## src/rtl/chspi_pkg.sv

```systemverilog
package chspi_pkg;
   localparam int WORD_W = 32;
   localparam int LEN_W  = 6;
   localparam int DIV_W  = 8;
   localparam int SEL_W  = 3;

   typedef struct packed {
      logic [SEL_W-1:0] sel;
      logic [DIV_W-1:0] div;
      logic [LEN_W-1:0] len;
      logic             half_duplex;
      logic             lsb_first;
      logic             cpha;
      logic             cpol;
      logic             cs_pol;
      logic             inp;
      logic             last;
      logic             offline;
   } cfg_t;

   function automatic cfg_t decode_cfg(input logic [WORD_W-1:0] w);
      cfg_t d;
      d.offline     = w[0];
      d.last        = w[1];
      d.inp         = w[2];
      d.cs_pol      = w[3];
      d.cpol        = w[4];
      d.cpha        = w[5];
      d.lsb_first   = w[6];
      d.half_duplex = w[7];
      d.len         = w[8 +: LEN_W];
      d.div         = w[16 +: DIV_W];
      d.sel         = w[24 +: SEL_W];
      return d;
   endfunction

   function automatic logic [WORD_W-1:0] rev_word(input logic [WORD_W-1:0] w);
      logic [WORD_W-1:0] r;
      for (int i = 0; i < WORD_W; i++) r[i] = w[WORD_W-1-i];
      return r;
   endfunction
endpackage

```

## src/rtl/chspi_clkdiv.sv

```systemverilog
module chspi_clkdiv #(
   parameter int W = 8
) (
   input  logic         clk,
   input  logic         rst_n,
   input  logic         run,
   input  logic [W-1:0] half,
   output logic         tick
);
   logic [W-1:0] cnt_q;

   always_ff @(posedge clk or negedge rst_n) begin
      if (!rst_n)                cnt_q <= '0;
      else if (!run || cnt_q == '0) cnt_q <= half - W'(1);
      else                       cnt_q <= cnt_q - W'(1);
   end

   assign tick = run && (cnt_q == '0);

   AST_TICK_SPACED: assert property (@(posedge clk) disable iff (!rst_n)
      tick |=> !tick);
endmodule

```

## src/rtl/chspi_shifter.sv

```systemverilog
module chspi_shifter #(
   parameter int W = 32
) (
   input  logic         clk,
   input  logic         rst_n,
   input  logic         load,
   input  logic [W-1:0] load_val,
   input  logic         shift_en,
   input  logic         sample_en,
   input  logic         rx_bit,
   output logic         tx_bit,
   output logic [W-1:0] rx_word
);
   logic [W-1:0] tx_q, rx_q;

   always_ff @(posedge clk or negedge rst_n) begin
      if (!rst_n) begin
         tx_q <= '0;
         rx_q <= '0;
      end else if (load) begin
         tx_q <= load_val;
         rx_q <= '0;
      end else begin
         if (shift_en)  tx_q <= {tx_q[W-2:0], 1'b0};
         if (sample_en) rx_q <= {rx_q[W-2:0], rx_bit};
      end
   end

   assign tx_bit  = tx_q[W-1];
   assign rx_word = rx_q;
endmodule

```

## src/rtl/chspi_csdec.sv

```systemverilog
module chspi_csdec #(
   parameter int NCS   = 4,
   parameter int SEL_W = 3
) (
   input  logic             clk,
   input  logic             rst_n,
   input  logic             act,
   input  logic             pol,
   input  logic [SEL_W-1:0] sel,
   output logic [NCS-1:0]   cs
);
   for (genvar g = 0; g < NCS; g++) begin : g_line
      assign cs[g] = (act && sel == SEL_W'(g)) ? pol : ~pol;
   end

   AST_ONE_SELECT: assert property (@(posedge clk) disable iff (!rst_n)
      $countones(cs ^ {NCS{~pol}}) <= 1);
endmodule

```

## src/rtl/chspi_rdfifo.sv

```systemverilog
module chspi_rdfifo #(
   parameter int W     = 32,
   parameter int DEPTH = 4
) (
   input  logic         clk,
   input  logic         rst_n,
   input  logic         push,
   input  logic [W-1:0] din,
   input  logic         pop,
   output logic [W-1:0] dout,
   output logic         full,
   output logic         empty
);
   localparam int AW = $clog2(DEPTH);

   logic [W-1:0] mem [DEPTH];
   logic [AW:0]  wp_q, rp_q;

   initial begin : p_param
      assert (DEPTH >= 2 && (1 << AW) == DEPTH) else $error("DEPTH must be a power of two >= 2");
   end

   always_ff @(posedge clk) begin
      if (push) mem[wp_q[AW-1:0]] <= din;
   end

   always_ff @(posedge clk or negedge rst_n) begin
      if (!rst_n) begin
         wp_q <= '0;
         rp_q <= '0;
      end else begin
         if (push) wp_q <= wp_q + 1'b1;
         if (pop)  rp_q <= rp_q + 1'b1;
      end
   end

   assign empty = (wp_q == rp_q);
   assign full  = (wp_q[AW] != rp_q[AW]) && (wp_q[AW-1:0] == rp_q[AW-1:0]);
   assign dout  = mem[rp_q[AW-1:0]];

   AST_NO_OVERFLOW: assert property (@(posedge clk) disable iff (!rst_n)
      push |-> !full);
   AST_NO_UNDERFLOW: assert property (@(posedge clk) disable iff (!rst_n)
      pop |-> !empty);
endmodule

```

## src/rtl/chspi_master.sv

```systemverilog
module chspi_master
   import chspi_pkg::*;
#(
   parameter int NCS        = 4,
   parameter int FIFO_DEPTH = 4
) (
   input  logic              clk,
   input  logic              rst_n,
   input  logic              cmd_valid,
   output logic              cmd_ready,
   input  logic              cmd_is_cfg,
   input  logic [WORD_W-1:0] cmd_data,
   output logic              rd_valid,
   input  logic              rd_ready,
   output logic [WORD_W-1:0] rd_data,
   output logic              sclk_o,
   output logic              sclk_oe,
   output logic              mosi_o,
   output logic              mosi_oe,
   input  logic              mosi_i,
   input  logic              miso_i,
   output logic [NCS-1:0]    cs_o,
   output logic              cs_oe
);
   localparam int EDGE_W = LEN_W + 1;

   initial begin : p_param
      assert (NCS >= 1 && NCS <= (1 << SEL_W)) else $error("NCS out of range");
   end

   typedef enum logic [1:0] {ST_IDLE, ST_RUN, ST_TAIL} st_t;

   st_t               st_q;
   cfg_t              cfg_q;
   logic              cs_act_q, lvl_q;
   logic [EDGE_W-1:0] edge_q;

   logic [LEN_W-1:0]  len_eff, shamt;
   logic [DIV_W-1:0]  half_eff;
   logic [EDGE_W-1:0] last_edge;
   logic              tick, fifo_full, fifo_empty;
   logic              data_go, cfg_go, leading, sample_en, shift_en, push;
   logic              rx_bit, tx_bit;
   logic [WORD_W-1:0] tx_load, rx_word, push_val;

   // ---------------- segment parameters ----------------
   assign len_eff   = (cfg_q.len == '0 || cfg_q.len > LEN_W'(WORD_W)) ? LEN_W'(WORD_W) : cfg_q.len;
   assign shamt     = LEN_W'(WORD_W) - len_eff;
   assign half_eff  = (cfg_q.div < DIV_W'(2)) ? DIV_W'(2) : cfg_q.div;
   assign last_edge = {len_eff, 1'b0} - EDGE_W'(1);

   // ---------------- command port ----------------
   assign cmd_ready = (st_q == ST_IDLE) &&
                      (cmd_is_cfg || cfg_q.offline || !cfg_q.inp || !fifo_full);
   assign data_go   = cmd_valid && cmd_ready && !cmd_is_cfg && !cfg_q.offline;
   assign cfg_go    = cmd_valid && cmd_ready && cmd_is_cfg;

   assign tx_load   = cfg_q.lsb_first ? (rev_word(cmd_data) << shamt) : cmd_data;

   // ---------------- edge scheduling ----------------
   assign leading   = ~edge_q[0];
   assign sample_en = (st_q == ST_RUN) && tick && (leading ^ cfg_q.cpha);
   assign shift_en  = (st_q == ST_RUN) && tick &&
                      (cfg_q.cpha ? (leading && edge_q != '0) : !leading);
   assign rx_bit    = cfg_q.half_duplex ? mosi_i : miso_i;
   assign push      = (st_q == ST_TAIL) && tick && cfg_q.inp;
   assign push_val  = cfg_q.lsb_first ? (rev_word(rx_word) >> shamt) : rx_word;

   always_ff @(posedge clk or negedge rst_n) begin
      if (!rst_n) begin
         st_q     <= ST_IDLE;
         cfg_q    <= '0;
         cs_act_q <= 1'b0;
         lvl_q    <= 1'b0;
         edge_q   <= '0;
      end else begin
         if (cfg_go) cfg_q <= decode_cfg(cmd_data);
         unique case (st_q)
            ST_IDLE: if (data_go) begin
               st_q     <= ST_RUN;
               cs_act_q <= 1'b1;
               lvl_q    <= 1'b0;
               edge_q   <= '0;
            end
            ST_RUN: if (tick) begin
               lvl_q  <= ~lvl_q;
               edge_q <= edge_q + EDGE_W'(1);
               if (edge_q == last_edge) st_q <= ST_TAIL;
            end
            ST_TAIL: if (tick) begin
               st_q <= ST_IDLE;
               if (cfg_q.last) cs_act_q <= 1'b0;
            end
            default: st_q <= ST_IDLE;
         endcase
      end
   end

   // ---------------- sub-blocks ----------------
   chspi_clkdiv #(.W(DIV_W)) u_div (
      .clk(clk), .rst_n(rst_n), .run(st_q != ST_IDLE), .half(half_eff), .tick(tick));

   chspi_shifter #(.W(WORD_W)) u_shift (
      .clk(clk), .rst_n(rst_n), .load(data_go), .load_val(tx_load),
      .shift_en(shift_en), .sample_en(sample_en), .rx_bit(rx_bit),
      .tx_bit(tx_bit), .rx_word(rx_word));

   chspi_csdec #(.NCS(NCS), .SEL_W(SEL_W)) u_cs (
      .clk(clk), .rst_n(rst_n), .act(cs_act_q), .pol(cfg_q.cs_pol),
      .sel(cfg_q.sel), .cs(cs_o));

   chspi_rdfifo #(.W(WORD_W), .DEPTH(FIFO_DEPTH)) u_fifo (
      .clk(clk), .rst_n(rst_n), .push(push), .din(push_val),
      .pop(rd_valid && rd_ready), .dout(rd_data), .full(fifo_full), .empty(fifo_empty));

   // ---------------- pins ----------------
   assign rd_valid = !fifo_empty;
   assign sclk_o   = cfg_q.cpol ^ lvl_q;
   assign mosi_o   = tx_bit;
   assign sclk_oe  = !cfg_q.offline;
   assign cs_oe    = !cfg_q.offline;
   assign mosi_oe  = !cfg_q.offline &&
                     !(st_q != ST_IDLE && cfg_q.half_duplex && cfg_q.inp);

   // ---------------- assertions ----------------
   AST_READY_DROPS: assert property (@(posedge clk) disable iff (!rst_n)
      data_go |=> !cmd_ready);
   AST_SCLK_IDLE_LEVEL: assert property (@(posedge clk) disable iff (!rst_n)
      (st_q == ST_IDLE) |-> (sclk_o == cfg_q.cpol));
   AST_OFFLINE_NO_START: assert property (@(posedge clk) disable iff (!rst_n)
      (cmd_valid && cmd_ready && !cmd_is_cfg && cfg_q.offline) |=> (st_q == ST_IDLE));
   AST_FRAME_KEEPS_CS: assert property (@(posedge clk) disable iff (!rst_n)
      (st_q == ST_TAIL && tick && !cfg_q.last) |=> cs_act_q);
   AST_HD_RELEASE: assert property (@(posedge clk) disable iff (!rst_n)
      (st_q == ST_RUN && cfg_q.half_duplex && cfg_q.inp) |-> !mosi_oe);
endmodule

```

## config.mk

```make
export PLATFORM = sky130hd
export DESIGN_NAME = chspi_master
export DESIGN_NICKNAME = d
export VERILOG_FILES = /design/src/rtl/chspi_pkg.sv /design/src/rtl/chspi_clkdiv.sv /design/src/rtl/chspi_shifter.sv /design/src/rtl/chspi_csdec.sv /design/src/rtl/chspi_rdfifo.sv /design/src/rtl/chspi_master.sv
export SDC_FILE = /design/constraint.sdc
export NUM_CORES = 1
export LEC_CHECK = 0
export BUFFER_PORTS_ARGS = -buffer_cell sky130_fd_sc_hd__buf_2
export CAP_MARGIN = 10
export CORE_AREA = 10 10 260 200
export CTS_CLUSTER_DIAMETER = 120
export DETAILED_ROUTE_END_ITERATION = 8
export DIE_AREA = 0 0 270 210
export GPL_TIMING_DRIVEN = 1
export SLEW_MARGIN = 20
export SYNTH_ARGS = -nofsm -noshare
export SYNTH_HDL_FRONTEND = slang
export SYNTH_HIERARCHICAL = 1
export SYNTH_SLANG_ARGS = --single-unit
```

## constraint.sdc

```tcl
create_clock -name clk -period 4.6 [get_ports clk]
set_input_delay 0.23 -clock clk [delete_from_list [all_inputs] [get_ports clk]]
set_output_delay 0.23 -clock clk [all_outputs]
set_load 0.005 [all_outputs]
```

## Word level (Yosys, flattened, before mapping)

Memories as Yosys holds them, arrays and structs flattened.
Cells that the tools add are included.

| word-level totals | value |
|---|---|
| bits in writable memories | 128 |
| flip-flop bits (word level) | 114 |
| logic and storage cells | 129 |
| memories | 1 |

| cells by class | value |
|---|---|
| bitwise logic cells | 5 |
| reduce and logical (&&, ||, !) cells | 46 |
| eq/ne operators | 14 |
| shift-type cells | 2 |
| multiplexer cells | 32 |
| order comparisons | 2 |
| add/subtract/negate cells | 7 |

Memories:

| name | depth | bits a word | read ports | clocked after Yosys merged registers in | write ports | RTL line | source |
|---|---|---|---|---|---|---|---|
| u_fifo.mem | 4 | 32 | 1 | 0 | 1 | chspi_rdfifo.sv:16 | `logic [W-1:0] mem [DEPTH];` |

Operator list:

| operator | number |
|---|---|
| 32-bit 2-to-1 mux | 6 |
| 32-bit by 6-bit << shifter with 32-bit output | 1 |
| 32-bit by 6-bit >> shifter with 32-bit output | 1 |
| 1-bit logical AND | 21 |
| 8-bit 2-to-1 mux | 2 |
| 8-bit by 1-bit subtractor with 8-bit output (second input constant) | 2 |
| 7-bit 2-to-1 mux | 2 |
| 7-bit case mux with 2 select lines | 1 |
| 1-bit 2-to-1 mux | 13 |
| 2-bit nonzero test | 5 |
| 8-bit logical NOT | 1 |
| 8-bit by 2-bit < comparator with 1-bit output (second input constant) | 1 |
| 2-bit 2-to-1 mux | 4 |
| 2-bit inequality test (second input constant) | 4 |
| 4-bit AND reduction | 2 |
| 7-bit by 1-bit adder with 7-bit output (second input constant) | 1 |
| 7-bit == test | 1 |
| 1-bit logical NOT | 7 |
| 7-bit nonzero test | 1 |
| 7-bit by 1-bit subtractor with 7-bit output (second input constant) | 1 |
| 3-bit by 1-bit adder with 3-bit output (second input constant) | 2 |
| 3-bit by 2-bit == test with 1-bit output (second input constant) | 2 |
| 6-bit greater-than comparator (second input constant) | 1 |
| 6-bit logical NOT | 1 |
| 17 further kinds | 25 |

## Logic depth before layout (Yosys ltp)

| depth | value |
|---|---|
| word-level depth | 10 |
| gate-level depth with buffers | 17 |
| gate-level depth less buffers | 11 |

## Cells and area by module

The synthesis kept the hierarchy.

Modules (own cells, without submodules):

| module | cells an instance | instances | seq. area each (um^2) | area an instance (um^2) |
|---|---|---|---|---|
| chspi_master | 686 | 1 | 900.9 | 5,915.7 |
| chspi_rdfifo | 198 | 1 | 3,993.8 | 5,013.6 |
| chspi_shifter | 242 | 1 | 1,601.5 | 2,825.2 |
| chspi_clkdiv | 52 | 1 | 200.2 | 565.5 |
| chspi_csdec | 8 | 1 | 0.0 | 92.6 |

## Worst setup path before layout

No wires, ideal clock.

| path | value |
|---|---|
| path type | register to register |
| start point | reg cfg_q[8] (netlist bit) |
| end point | mem u_fifo.mem[0][1] (data pin) |
| clock period less this slack | 3.371 ns |
| slack | 1.229 ns |
| cell stages (with the launch flop) | 15 |
| library setup time | 0.299 ns |
| required time | 4.301 ns |
| arrival time | 3.073 ns |
| path buffers | 6 |
| cell sequence | dfrtp_1 nor2b_1 inv_2 buf_2 buf_2 buf_2 ha_1 buf_6 buf_8 buf_6 mux2i_1 inv_1 mux4_2 mux2i_1 o221ai_1 |

| on the way | value |
|---|---|
| cells in the longest elaborated chain, start to end | 6 |
| elaborated cells on any way between the ends | 7 |
| classes of those cells | 1 x add/sub; 1 x order compare; 1 x shift; 2 x mux; 2 x reduce/logical |

Ends and longest elaborated chain:

| what | RTL line | source |
|---|---|---|
| start, declared | chspi_master.sv:34 | `cfg_t cfg_q;` |
| start signal, assigned | chspi_master.sv:77 | `if (cfg_go) cfg_q <= decode_cfg(cmd_data);` |
| 6-bit greater-than comparator or 6-bit logical NOT (tied branches) | chspi_master.sv:47 | `assign len_eff = (cfg_q.len == '0 \|\| cfg_q.len > LEN_W'(WORD_W)) ? LEN_W'(WORD_W) : cfg_q.len;` |
| 1-bit logical OR | chspi_master.sv:47 |  |
| 6-bit 2-to-1 mux (*) | chspi_master.sv:47 |  |
| 6-bit subtractor (*) | chspi_master.sv:48 | `assign shamt = LEN_W'(WORD_W) - len_eff;` |
| 32-bit by 6-bit >> shifter with 32-bit output (*) | chspi_master.sv:67 | `assign push_val = cfg_q.lsb_first ? (rev_word(rx_word) >> shamt) : rx_word;` |
| 32-bit 2-to-1 mux (*) | chspi_master.sv:67 |  |
| named net push_val[1] | chspi_master.sv:44 | `logic [WORD_W-1:0] tx_load, rx_word, push_val;` |
| end, declared | chspi_rdfifo.sv:16 |  |

The timed path passes the listed nets; every way through them passes the cells marked *.

## Worst setup path in the final report

| path | value |
|---|---|
| start point | reg cfg_q[8] (netlist bit) |
| end point | mem u_fifo.mem[2][3] (data pin) |

The elaborated chain is that of the path after synthesis.

==> metrics.md <==
| Metric | Value |
|---|---|
| Row cnt | 69 |
| Int Pwr | 7.79 mW |
| Met3 routed wirelength | 3450 um |
| CTS max path bufs | 3 |
| Buf+Inv Stages, Crit Path | 2 |
| Hold slack | 0.0232 ns |
| Crit-path slowest cell | ha_4 |
| CTS sink cnt | 242 |
| Initial drt markers | 1131 |
| Clk pwr share | 15.4% |
| Htree depth | 1 |
| Fin Clk Skew | 0.00872 ns |
| CTS tree | done |
| Status | finished, final reports clean |
| Clock transition at path regs | 0.06 ns |
| Top FF cell, synth | edfxtp_1 |
| Slew Viols, Final | 0 |
| Post-CTS resize count | 0 |
| Number of synthesized flops with an enable pin | 128 |
| DRT met1 WL | 19300 um |
| RSZ-0062 raised after global routing | no |
| Post-DR vias/cell | 5.46 |
| Via count | 10300 |
| Filler Cells Inserted | 4597 |
| Die X | 270 um |
| Fmax | 0.273 GHz |
| Maximum capacitance violations | 0 |
| Max FO, Critical Path | 52 |
| Mapped Area | 14400 um2 |
| Place WS | 0.980 ns |
| Setup TNS | 0 ns |
| Hold-fix buffers, CTS | 3 |
| Initial antenna violation count | 3 |
| Crit-path cells | nor2b_4 -> inv_2 -> ha_4 -> buf_4 -> mux2i_1 -> mux4_2 -> nand2_1 -> a21oi_1 -> o32ai_1 |
| Worst-Skew Late Latency | 0.55 ns |
| Cell family with most CP delay | adder cells |
| Min-delay worst type | primary input to register |
| Maximum vdd drop | 0.541 mV |
| Core ar. | 46900 um2 |
| HPWL Detailed | 29300 um |
| Sw Share | 45.0% |
| Post-synthesis cell count | 1186 |
| Die Y | 210 um |
| CTS Buf Count | 27 |
| Slowest stage delay, CP | 0.79 ns |
| Antenna viol nets, final | 0 |
| Fin worst setup slack | 0.942 ns |
| Clock Root Buffer | clkbuf_16 |
| Final WL | 42000 um |
| Final Critical Period | 3.66 ns |
| Critical Path RT | 4.85 ns |
| Critical path class | register to register |
| Port bufs | 81 |
| CP Launch Type | register |
| Post-synth cell types | 86 |
| First-pass GRT wire length | 64900 um |
| Synth-to-layout area growth | 12.1% |
| Final setup viols | 0 |
| Leakage | 5.98 nW |
| Die area | 56700 um2 |
| Comb pwr share | 58.6% |
| Fin. Hold Viols | 0 |
| Starting Density | 30.7% |
| Vias in the first global route | 10200 |
| Seq/Total Area, Yosys | 46.5% |
| WL met2 | 18200 um |
| Grt total ovfl | 0 |
| Top routing layer in use | met5 |
| Wire per inst | 22.2 um |
| Post-Route Utilization | 34.5% |
| Seq pwr share | 26.0% |
| Post-synth ARST share | 47.1% |
| Slew margin rel. | 30.2% |
| Yosys warning count | 6 |
| Synth Register Bits | 242 |
| First-pass DRT Iterations | 6 |
| Layout Nets | 1276 |
| Syn Area/Cell | 12.2 um2 |
| Net Switching | 6.37 mW |
| Arr. time, crit path | 3.90 ns |
| Total GRT Usage | 14.4% |
| Routability cong. | 0.981 |
| Power Dens Cells | 877 nW/um2 |
| Layout cells sized above 1 | 23.2% |
| Slew of the pin with the lowest slew margin | 1.05 ns |
| Synth Net Count | 1234 |
| IO Pins | 82 |
| Tcrit/Tclk final | 79.5% |
| DRC | 0 |
| Post-CTS Setup Bufs | 0 |
| Largest net degree at the start of global routing | 66 |
| Worst Setup End Kind | register |
[sequential cells by signal, indices dropped and copies added (netlist names)]
signal	flops
lvl_q	1
u_fifo/wp_q	3
u_div/cnt_q	8
u_shift/rx_word	32
st_q	2
u_fifo/mem	128
u_shift/tx_q	32
edge_q	7
u_fifo/rp_q	3
cfg_q	25
cs_act_q	1
[layout make-up]
class	count	area, um2	share of cell area [%]
antenna	1	2.50	0.0155
multi-input combinational	807	6950	43.0
timing repair buffer	113	668	4.14
tap	639	800	4.95
clock buffer	33	698	4.32
sequential	242	6700	41.5
inverter	37	139	0.860
clock inverter	17	200	1.24
[power by group through the flow]
stage | registers (mW) | logic [mW] | clock network, mW
2_1_floorplan | 3.41 | 6.27 | 0
3_3_place_gp | 3.68 | 8.11 | 0
3_5_place_dp | 3.69 | 8.15 | 0
4_1_cts | 3.66 | 8.18 | 2.23
5_1_grt | 3.75 | 8.90 | 2.33
6_report | 3.68 | 8.29 | 2.19
[cells by family (layout without fill, tap and decap cells)]
family          Yosys count  in the layout  share of synthesized area, %
buf+inv                 137            200                          5.68
mux                     248            248                          24.6
simple gates            285            285                          9.39
fa+ha+maj                 9              9                         0.781
compound gates          237            237                          11.3
xor+xnor                 28             28                          1.88
other cells               0              1                             0
flops                   242            242                          46.5
[cell usage in the layout, fill, tap and decap left out, types with 17 or more instances in the layout]
master / Yosys / layout
mux2_2: 34 / 34
mux2i_1: 123 / 123
buf_4: 15 / 29
dfrtp_1: 114 / 113
buf_2: 30 / 80
edfxtp_1: 128 / 128
nor2_1: 86 / 85
o2bb2ai_1: 20 / 20
a21oi_1: 39 / 39
nand3_1: 17 / 17
inv_1: 33 / 33
o21ai_1: 41 / 41
o21ai_0: 24 / 24
mux4_2: 73 / 73
nand2_1: 115 / 115
clkbuf_16: 0 / 27
[worst register-to-register path: cells and delay by family (launching register included)]
family	cells	cell delay [ns]
multiplexers	2	0.57
flip-flops	1	0.56
adder cells (fa/ha/maj)	1	0.79
AND/OR/NAND/NOR	2	0.33
buffers and inverters	2	0.35
AO/OA/AOI/OAI	2	0.74
[through the flow]
stage | area, um2 | power (mW) | cells
floorplan | 14400 | 9.68 | 1186
global placement | 15200 | 11.8 | 1835
detailed placement | 15200 | 11.8 | 1835
CTS | 16100 | 14.1 | 1888
global route | 16100 | 15.0 | 1888
finish | 16200 | 14.2 | 1889
[per-layer routing]
| metal | track usage, % | up-vias |
|---|---|---|
| li1 | - | 4582 |
| met1 | 20.8 | 5234 |
| met2 | 20.9 | 423 |
| met3 | 3.74 | 70 |
| met4 | 3.75 | 6 |
| met5 | 0.763 | - |
[cell usage after synthesis, types with 4 or more instances]
cell / instances / share of area (%)
xnor2_1: 13 / 0.79
mux4_1: 4 / 0.73
nand3_1: 17 / 0.59
mux2i_1: 123 / 8.5
a2bb2oi_1: 9 / 0.55
mux2_1: 11 / 0.86
ha_1: 9 / 0.78
o22ai_1: 9 / 0.39
nor2b_1: 7 / 0.30
mux4_2: 73 / 11
nor3_1: 14 / 0.49
edfxtp_1: 128 / 27
a21oi_1: 39 / 1.4
buf_2: 30 / 1.0
o221ai_1: 8 / 0.49
inv_1: 33 / 0.86
o21ai_0: 24 / 0.83
and3_1: 7 / 0.30
mux2_2: 34 / 2.7
and2_1: 5 / 0.22
buf_6: 9 / 0.70
nand2_1: 115 / 3.0
dfrtp_1: 114 / 20
clkbuf_1: 31 / 0.81
o211ai_1: 9 / 0.47
a31oi_1: 11 / 0.48
o2bb2ai_1: 20 / 1.2
a211oi_1: 11 / 0.57
a211o_1: 6 / 0.36
a22o_1: 9 / 0.55
o22a_1: 8 / 0.49
inv_2: 4 / 0.10
buf_12: 6 / 0.83
buf_1: 5 / 0.13
o21ai_1: 41 / 1.4
buf_8: 4 / 0.42
xor2_1: 13 / 0.79
nor2_1: 86 / 2.2
buf_4: 15 / 0.78
[final timing paths]
path                                      from          endpoint  slack (ns)  depth (start not counted)
worst max register to register        cfg_q[8]  u_fifo/mem[2][3]        0.94                          9
max in group asynchronous                rst_n         cfg_q[15]        3.30                          3
min in group asynchronous                rst_n  u_shift/tx_q[18]        0.32                          2
worst min-delay path              cmd_data[23]         cfg_q[21]        0.02                          2
worst max-delay path                  cfg_q[8]  u_fifo/mem[2][3]        0.94                          9
worst min register to register  u_fifo/rp_q[2]    u_fifo/rp_q[2]        0.49                          1
Power figures use the tool's default switching activity.
